`config.mk`:
```
export PLATFORM = sky130hd
export DESIGN_NAME = gpio_port_regs
export DESIGN_NICKNAME = d
export VERILOG_FILES = /design/src/rtl/gpio_port_pkg.sv /design/src/rtl/gpio_in_sync.sv /design/src/rtl/gpio_out_data.sv /design/src/rtl/gpio_pad_ctrl.sv /design/src/rtl/gpio_port_regs.sv
export SDC_FILE = /design/constraint.sdc
export NUM_CORES = 1
export LEC_CHECK = 0
export CORE_MARGIN = 5
export CORE_UTILIZATION = 40
export CTS_CLUSTER_DIAMETER = 60
export DETAILED_ROUTE_END_ITERATION = 8
export DONT_BUFFER_PORTS = 1
export PLACE_DENSITY = 0.55
export SETUP_SLACK_MARGIN = 0.15
export SLEW_MARGIN = 0
export SYNTH_ARGS = -nofsm -noshare
export SYNTH_HDL_FRONTEND = slang
export SYNTH_HIERARCHICAL = 1
export SYNTH_SLANG_ARGS = --single-unit
```
`constraint.sdc`:
```
create_clock -name clk_i -period 2.7 [get_ports clk_i]
set_input_delay 0.54 -clock clk_i [delete_from_list [all_inputs] [get_ports clk_i]]
set_output_delay 0.54 -clock clk_i [all_outputs]
set_load 0.01 [all_outputs]
```
`src/rtl/gpio_port_pkg.sv`:
```
package gpio_port_pkg;
  typedef enum logic [1:0] {
    PM_IN  = 2'b00,
    PM_OUT = 2'b01,
    PM_ALT = 2'b10,
    PM_ANA = 2'b11
  } pin_mode_e;

  localparam int unsigned AW = 4;
  localparam logic [AW-1:0] A_MODE   = 4'd0;
  localparam logic [AW-1:0] A_OTYPE  = 4'd1;
  localparam logic [AW-1:0] A_SPEED  = 4'd2;
  localparam logic [AW-1:0] A_PULL   = 4'd3;
  localparam logic [AW-1:0] A_IN     = 4'd4;
  localparam logic [AW-1:0] A_OUT    = 4'd5;
  localparam logic [AW-1:0] A_SETCLR = 4'd6;
  localparam logic [AW-1:0] A_AF_LO  = 4'd7;
  localparam logic [AW-1:0] A_AF_HI  = 4'd8;
endpackage

```
`src/rtl/gpio_in_sync.sv`:
```
module gpio_in_sync #(
  parameter int unsigned NPIN = 16
) (
  input  logic            clk_i,
  input  logic            rst_ni,
  input  logic [NPIN-1:0] pin_i,
  output logic [NPIN-1:0] in_o
);
  logic [NPIN-1:0] s1_q, s2_q;
  logic [1:0]      warm_q;

  always_ff @(posedge clk_i or negedge rst_ni) begin
    if (!rst_ni) begin
      s1_q   <= '0;
      s2_q   <= '0;
      warm_q <= '0;
    end else begin
      s1_q <= pin_i;
      s2_q <= s1_q;
      if (warm_q != 2'd2) warm_q <= warm_q + 2'd1;
    end
  end

  assign in_o = s2_q;

  // two-edge latency from pin to visible level
  p_sync_lag_r8: assert property (@(posedge clk_i) disable iff (!rst_ni)
    (warm_q == 2'd2) |-> (in_o == $past(pin_i, 2)));
endmodule

```
`src/rtl/gpio_out_data.sv`:
```
module gpio_out_data #(
  parameter int unsigned NPIN = 16
) (
  input  logic            clk_i,
  input  logic            rst_ni,
  input  logic            wr_en_i,
  input  logic [NPIN-1:0] wr_data_i,
  input  logic            sr_en_i,
  input  logic [NPIN-1:0] set_i,
  input  logic [NPIN-1:0] clr_i,
  output logic [NPIN-1:0] out_o
);
  logic [NPIN-1:0] out_q, out_d;

  always_comb begin
    out_d = out_q;
    if (wr_en_i) out_d = wr_data_i;
    if (sr_en_i) out_d = (out_q & ~clr_i) | set_i;  // set beats clear
  end

  always_ff @(posedge clk_i or negedge rst_ni) begin
    if (!rst_ni) out_q <= '0;
    else         out_q <= out_d;
  end

  assign out_o = out_q;

  p_set_bits_r6: assert property (@(posedge clk_i) disable iff (!rst_ni)
    sr_en_i |=> ((out_q & $past(set_i)) == $past(set_i)));
  p_clr_bits_r6: assert property (@(posedge clk_i) disable iff (!rst_ni)
    sr_en_i |=> ((out_q & ($past(clr_i) & ~$past(set_i))) == '0));
  p_keep_bits_r6: assert property (@(posedge clk_i) disable iff (!rst_ni)
    (sr_en_i && !wr_en_i) |=>
      (((out_q ^ $past(out_q)) & ~($past(set_i) | $past(clr_i))) == '0));
  p_hold_r7: assert property (@(posedge clk_i) disable iff (!rst_ni)
    (!sr_en_i && !wr_en_i) |=> $stable(out_q));
endmodule

```
`src/rtl/gpio_pad_ctrl.sv`:
```
module gpio_pad_ctrl
  import gpio_port_pkg::*;
#(
  parameter int unsigned NPIN = 16
) (
  input  logic [2*NPIN-1:0] mode_i,
  input  logic [NPIN-1:0]   otype_i,
  input  logic [NPIN-1:0]   out_i,
  input  logic [NPIN-1:0]   alt_i,
  output logic [NPIN-1:0]   oe_o,
  output logic [NPIN-1:0]   do_o,
  output logic [NPIN-1:0]   analog_o
);
  for (genvar p = 0; p < NPIN; p++) begin : g_pin
    pin_mode_e md;
    logic      drive, lvl;
    assign md          = pin_mode_e'(mode_i[2*p +: 2]);
    assign drive       = (md == PM_OUT) || (md == PM_ALT);
    assign lvl         = (md == PM_ALT) ? alt_i[p] : out_i[p];
    assign do_o[p]     = drive & lvl;
    assign oe_o[p]     = drive & (~otype_i[p] | ~lvl);  // open-drain: low only
    assign analog_o[p] = (md == PM_ANA);

    p_oe_mode_r9: assert final (!oe_o[p] ||
      (mode_i[2*p +: 2] == 2'b01) || (mode_i[2*p +: 2] == 2'b10));
    p_od_low_r9: assert final (!(oe_o[p] && otype_i[p]) || !do_o[p]);
  end
endmodule

```
`src/rtl/gpio_port_regs.sv`:
```
module gpio_port_regs
  import gpio_port_pkg::*;
#(
  parameter int unsigned NPIN = 16
) (
  input  logic              clk_i,
  input  logic              rst_ni,
  input  logic              req_i,
  input  logic              we_i,
  input  logic [AW-1:0]     addr_i,
  input  logic [31:0]       wdata_i,
  output logic [31:0]       rdata_o,
  input  logic [NPIN-1:0]   pin_i,
  input  logic [NPIN-1:0]   alt_i,
  output logic [NPIN-1:0]   pad_oe_o,
  output logic [NPIN-1:0]   pad_do_o,
  output logic [NPIN-1:0]   pad_analog_o,
  output logic [2*NPIN-1:0] pad_speed_o,
  output logic [2*NPIN-1:0] pad_pull_o,
  output logic [4*NPIN-1:0] pad_af_o
);
  localparam int unsigned FW   = 2 * NPIN;
  localparam int unsigned AFW  = 2 * NPIN;   // 4 bits x NPIN/2 pins per word
  localparam int unsigned PADN = 32 - NPIN;

  logic [FW-1:0]   mode_q, speed_q, pull_q;
  logic [NPIN-1:0] otype_q, out_w, in_w;
  logic [AFW-1:0]  af_lo_q, af_hi_q;
  logic            wr;

  assign wr = req_i & we_i;

  always_ff @(posedge clk_i or negedge rst_ni) begin
    if (!rst_ni) begin
      mode_q  <= '0;
      otype_q <= '0;
      speed_q <= '0;
      pull_q  <= '0;
      af_lo_q <= '0;
      af_hi_q <= '0;
    end else if (wr) begin
      case (addr_i)
        A_MODE:  mode_q  <= wdata_i[FW-1:0];
        A_OTYPE: otype_q <= wdata_i[NPIN-1:0];
        A_SPEED: speed_q <= wdata_i[FW-1:0];
        A_PULL:  pull_q  <= wdata_i[FW-1:0];
        A_AF_LO: af_lo_q <= wdata_i[AFW-1:0];
        A_AF_HI: af_hi_q <= wdata_i[AFW-1:0];
        default: ;
      endcase
    end
  end

  gpio_out_data #(.NPIN(NPIN)) u_out (
    .clk_i     (clk_i),
    .rst_ni    (rst_ni),
    .wr_en_i   (wr && (addr_i == A_OUT)),
    .wr_data_i (wdata_i[NPIN-1:0]),
    .sr_en_i   (wr && (addr_i == A_SETCLR)),
    .set_i     (wdata_i[NPIN-1:0]),
    .clr_i     (wdata_i[2*NPIN-1:NPIN]),
    .out_o     (out_w)
  );

  gpio_in_sync #(.NPIN(NPIN)) u_sync (
    .clk_i  (clk_i),
    .rst_ni (rst_ni),
    .pin_i  (pin_i),
    .in_o   (in_w)
  );

  gpio_pad_ctrl #(.NPIN(NPIN)) u_pad (
    .mode_i   (mode_q),
    .otype_i  (otype_q),
    .out_i    (out_w),
    .alt_i    (alt_i),
    .oe_o     (pad_oe_o),
    .do_o     (pad_do_o),
    .analog_o (pad_analog_o)
  );

  always_comb begin
    case (addr_i)
      A_MODE:  rdata_o = 32'(mode_q);
      A_OTYPE: rdata_o = {{PADN{1'b0}}, otype_q};
      A_SPEED: rdata_o = 32'(speed_q);
      A_PULL:  rdata_o = 32'(pull_q);
      A_IN:    rdata_o = {{PADN{1'b0}}, in_w};
      A_OUT:   rdata_o = {{PADN{1'b0}}, out_w};
      A_AF_LO: rdata_o = 32'(af_lo_q);
      A_AF_HI: rdata_o = 32'(af_hi_q);
      default: rdata_o = '0;  // set/clear word and unmapped
    endcase
  end

  assign pad_speed_o = speed_q;
  assign pad_pull_o  = pull_q;
  assign pad_af_o    = {af_hi_q, af_lo_q};

  p_mode_hold_r2: assert property (@(posedge clk_i) disable iff (!rst_ni)
    !(wr && addr_i == A_MODE) |=> $stable(mode_q));
  p_af_hold_r5: assert property (@(posedge clk_i) disable iff (!rst_ni)
    !(wr && (addr_i == A_AF_LO || addr_i == A_AF_HI)) |=> $stable(pad_af_o));
  p_sr_reads_zero_r6: assert property (@(posedge clk_i) disable iff (!rst_ni)
    (addr_i == A_SETCLR) |-> (rdata_o == '0));
  p_unmapped_r10: assert property (@(posedge clk_i) disable iff (!rst_ni)
    (wr && addr_i > A_AF_HI) |=> ($stable(mode_q) && $stable(otype_q) &&
      $stable(speed_q) && $stable(pull_q) && $stable(pad_af_o) && $stable(out_w)));
endmodule

```
; Word-level counts from Yosys, hierarchy flattened
; Index checks and enable logic that the tools add are counted.
[word_totals]
reg_bits = 224
wordCells = 194
[op_classes]
n_eq_ne = 56
muxes = 19
bitwise = 84
reduce_logical = 26
[ops]
columns = cell, count
row1 = $pmux W32 S8, 1
row2 = $eq A2 B2 Y1 const B, 32
row3 = $and A1 B1 Y1, 33
row4 = $eq A2 B1 Y1 const B, 16
row5 = $mux W16, 2
row6 = $not A1 Y1, 32
row7 = $and A16 B16 Y16, 1
row8 = $eq A4 B3 Y1 const B, 4
row9 = $logic_or A1 B1 Y1, 16
row10 = $mux W1, 16
row11 = $not A16 Y16, 1
row12 = $or A1 B1 Y1, 16
row13 = $or A16 B16 Y16, 1
row14 = $reduce_and A2 Y1, 6
row15 = $eq A4 B2 Y1 const B, 2
row16 = $eq A4 B1 Y1 const B, 1
row17 = $eq A4 B4 Y1 const B, 1
row18 = $logic_not A4 Y1, 1
row19 = $logic_and A1 B1 Y1, 2
row20 = $reduce_bool A2 Y1, 1

; Logic depth before layout (Yosys ltp)
[logic_depth]
depth_word = 5
mapped_depth = 8
mapped_depth_nobuf = 5

; Cells and area by module
; The synthesis kept the hierarchy.
[by_module_without_submodules]
columns = mod, instances, cells_per_inst, area_per_inst_um2, seq_area_each_um2
row1 = gpio_port_regs, 1, 576, 8211.6, 4404.2
row2 = gpio_pad_ctrl, 1, 111, 910.9, 0.0
row3 = gpio_out_data, 1, 101, 900.9, 400.4
row4 = gpio_in_sync, 1, 32, 800.8, 800.8

; Worst setup path before layout
; OpenSTA, ideal clock, no wires.
[synth_path]
path_kind = input -> output
startpoint = in addr_i[2]
endpoint = out rdata_o[0]
t_arrival_ns = 1.764
required_time_ns = 2.160
setup_slack_ns = 0.396
path_stages = 5
cell_sequence = buf_2 or3b_2 buf_1 clkbuf_1 o211ai_1
[synth_via]
elab_chain_cells = 2
elab_cells_between_ends = 9
cone_classes = eq/ne (7) / mux (1) / reduce/logical (1)
[synth_lines]
columns = element, line
row1 = start: declaration, gpio_port_regs.sv:10  ; input logic [AW-1:0] addr_i,
row2 = $eq A4 B4 Y1 (tied with other cells), gpio_port_regs.sv:83  ; case (addr_i)
row3 = $pmux W32 S8 *, gpio_port_regs.sv:83
row4 = end: declaration, gpio_port_regs.sv:12  ; output logic [31:0] rdata_o,
; Every way passes the cells marked *; elsewhere a longest branch is shown, timed or not.

; Worst setup path in the final report
[layout_path]
startpoint = in addr_i[3]
endpoint = out rdata_o[15]
; Same word-level chain as after synthesis.

==> results.sh <==
export IMPL_cp_start_kind="input pin"
export IMPL_clockRootBuffer="clkbuf_16"
export IMPL_synthArstFlopShare=1.00
export IMPL_tritoncts="built"
export IMPL_worstPathRequired_ps=2160
export IMPL_grt_max_degree=225
export IMPL_netlist_instances=820
export IMPL_area_delta_synth_final_pct=12.9
export IMPL_synth_warnings=6
export IMPL_setup_viol=0
export IMPL_first_pass_iters=4
export IMPL_relSlewSlack=0.561
export IMPL_worst_setup_path_type="in -> out"
export IMPL_worstMarginPinSlew_ps=659
export IMPL_cts_path_max_buffers=3
export IMPL_grt_pass1_vias=7482
export IMPL_synth_distinct_cells=46
export IMPL_wl_um=33100
export IMPL_die_x_um=175
export IMPL_r2r_setup_slack_ps=1620
export IMPL_nets=926
export IMPL_drive_gt1_frac=0.206
export IMPL_max_freq_ghz=0.428
export IMPL_max_cap_viol_count=0
export IMPL_met3_usage=0.0648
export IMPL_skew_ps=7.52
export IMPL_synth_top_area_share=0.518
export IMPL_synth_area_leaders="dfrtp_1 (52%), mux2_1 (11%), mux2i_1 (8.4%)"
export IMPL_ir_drop_mv=0.491
export IMPL_start_util=0.404
export IMPL_gp_congestion=0.821
export IMPL_antenna_found_initial=3
export IMPL_min_period_ps=2330
export IMPL_core_area_mm2=0.0268
export IMPL_dr_total_vias=6939
export IMPL_core_rowCount=60
export IMPL_fin_total_pwr_w=0.0106
export IMPL_die_h_um=175
export IMPL_seqCellArea_mm2=0.00561
export IMPL_hold_viol=224
export IMPL_dieArea_mm2=0.0305
export IMPL_netlist_area_mm2=0.0108
export IMPL_yosysTopAreaCell="dfrtp_1"
export IMPL_ys_seq_area_frac=0.518
export IMPL_clkTransAtPathRegs_ps=60
export IMPL_critPathMaxFanout=32
export IMPL_ys_ff_latch=224
export IMPL_reg2reg_depth=3
export IMPL_syn_nets=924
export IMPL_wl_per_cell_um=27.9
export IMPL_synth_edff_count=0
export IMPL_powerDensity_mw_per_mm2=864
export IMPL_top_usage_layer="met2"
export IMPL_hp_class="in -> async"
export IMPL_endpoint_kind="output port"
export IMPL_r2r_start="u_out/out_o[10]"
export IMPL_grt_usage=0.212
export IMPL_viasPerCell=5.86
export IMPL_violations="hold timing"
export IMPL_overflow=0
export IMPL_multi_input_area_mm2=0.00476
export IMPL_clock_sinks=224
export IMPL_worst_r2r_endpoint="u_out/out_o[10]"
export IMPL_dpl_hpwl_um=22700
export IMPL_final_util=0.456
export IMPL_pre_cts_ws_ps=366
export IMPL_port_buffers=0
export IMPL_htreeDepth=1
export IMPL_grtUsageMet1=0.260
export IMPL_io_pin_count=280
export IMPL_first_iter_violations=342
export IMPL_drv_slew=0
export IMPL_ant_nets=0
export IMPL_worst_ep_arrival_time_ps=1790
export IMPL_holdWs_ps=-297
export IMPL_leakagePower_nw=5.66
export IMPL_clock_latency_ps=530
export IMPL_fin_tns_setup_ps=0
export IMPL_syn_avg_cell_area_um2=13.2
export IMPL_grt_setup_unrepaired="no"
export IMPL_met2_usage=0.369
export IMPL_fillCellCount=2418
export IMPL_cts_inserted_buffers=29
export IMPL_fin_ws_ps=366
export IMPL_status="complete, but fails checks"
export IMPL_ys_flop_type="dfrtp_1"
export IMPL_drc=0
export IMPL_grt_pass1_wl_um=49900
export IMPL_min_period_over_period=0.864
flip-flops by register name (all words and copies together), names as in the netlist:
| register | flops |
|---|---|
| af_hi_q | 32 |
| af_lo_q | 32 |
| mode_q | 32 |
| otype_q | 16 |
| pad_pull_o | 32 |
| pad_speed_o | 32 |
| u_out/out_o | 16 |
| u_sync/in_o | 16 |
| u_sync/s1_q | 16 |
Yosys cell counts, types with 2 or more instances:
library cell	number
and3_1	2
mux2_2	69
nor2b_1	13
buf_2	24
o2bb2ai_1	6
buf_6	9
dfrtp_1	224
buf_4	5
nand2_1	13
ha_1	32
a211oi_1	15
o211ai_1	15
o221ai_1	11
o22a_1	15
or3_1	2
and2b_2	3
buf_1	2
inv_1	46
nor2_1	16
a22oi_1	20
mux2_1	107
a21oi_1	30
nor3b_1	2
o21bai_1	5
o21ba_2	15
mux2i_1	91
clkbuf_1	9
power breakdown:
group,internal [W],switching (W)
logic,0.000821,0.000743
registers,0.00396,0.000846
clock network,0.00266,0.00152
total,0.00744,0.00311
routing by layer:
layer / share of wire / vias to the layer above
li1: - / 2987
met1: 0.40 / 3624
met2: 0.50 / 272
met3: 0.079 / 52
met4: 0.020 / 4
met5: 0.00082 / -
worst max path at each step:
stage          depth (start not counted)          end       start
2_1_floorplan                          5   rdata_o[0]   addr_i[2]
3_3_place_gp                           4  rdata_o[15]   addr_i[3]
3_5_place_dp                           2  rdata_o[15]   addr_i[1]
4_1_cts                                5  pad_oe_o[7]  mode_q[14]
5_1_grt                                3  rdata_o[13]   addr_i[1]
6_report                               4  rdata_o[15]   addr_i[3]
area by class of cell:
cell class / instances / area share
clock buffers: 36 / 0.0648
clock inverters: 16 / 0.0207
inverters: 46 / 0.0141
well taps: 341 / 0.0349
repair buffers: 22 / 0.0166
flip-flops and latches: 224 / 0.459
diodes: 1 / 0.000205
multi-input cells: 499 / 0.390
logic make-up (layout without fill, tap and decap cells):
group / after synthesis / in the layout / synth area share
flops: 224 / 224 / 0.518
buf+inv: 97 / 120 / 0.0457
mux: 268 / 268 / 0.269
compound gates: 136 / 136 / 0.0949
other cells: 0 / 1 / 0
simple gates: 63 / 63 / 0.0360
fa+ha+maj: 32 / 32 / 0.0370
critical path, stage by stage:
cell	delay, ps
or3b_2	450
buf_4	320
o22a_1	280
o211ai_1	190
placed cells by master (no fill, tap or decap), types with 16 or more instances in the layout:
master       n
dfrtp_1    224
ha_1        32
clkbuf_16   29
inv_1       46
a22oi_1     20
mux2i_1     91
nor2_1      16
mux2_1     107
mux2_2      69
buf_4       19
a21oi_1     30
metrics by stage:
step                      cell area [um2]  instances
after global routing                12200       1185
after floorplan                     10800        820
final                               12200       1185
after CTS                           12200       1184
after global placement              11200       1132
after detailed placement            11200       1132
what timing repair did:
action / in CTS / in global routing
setup buffers: 0 / 0
gates resized for setup: 0 / 0
setup endpoints to repair: 0 / 0
endpoints found under the hold margin: 224 / 224
Note: power is estimated with default switching activity, not from simulation.
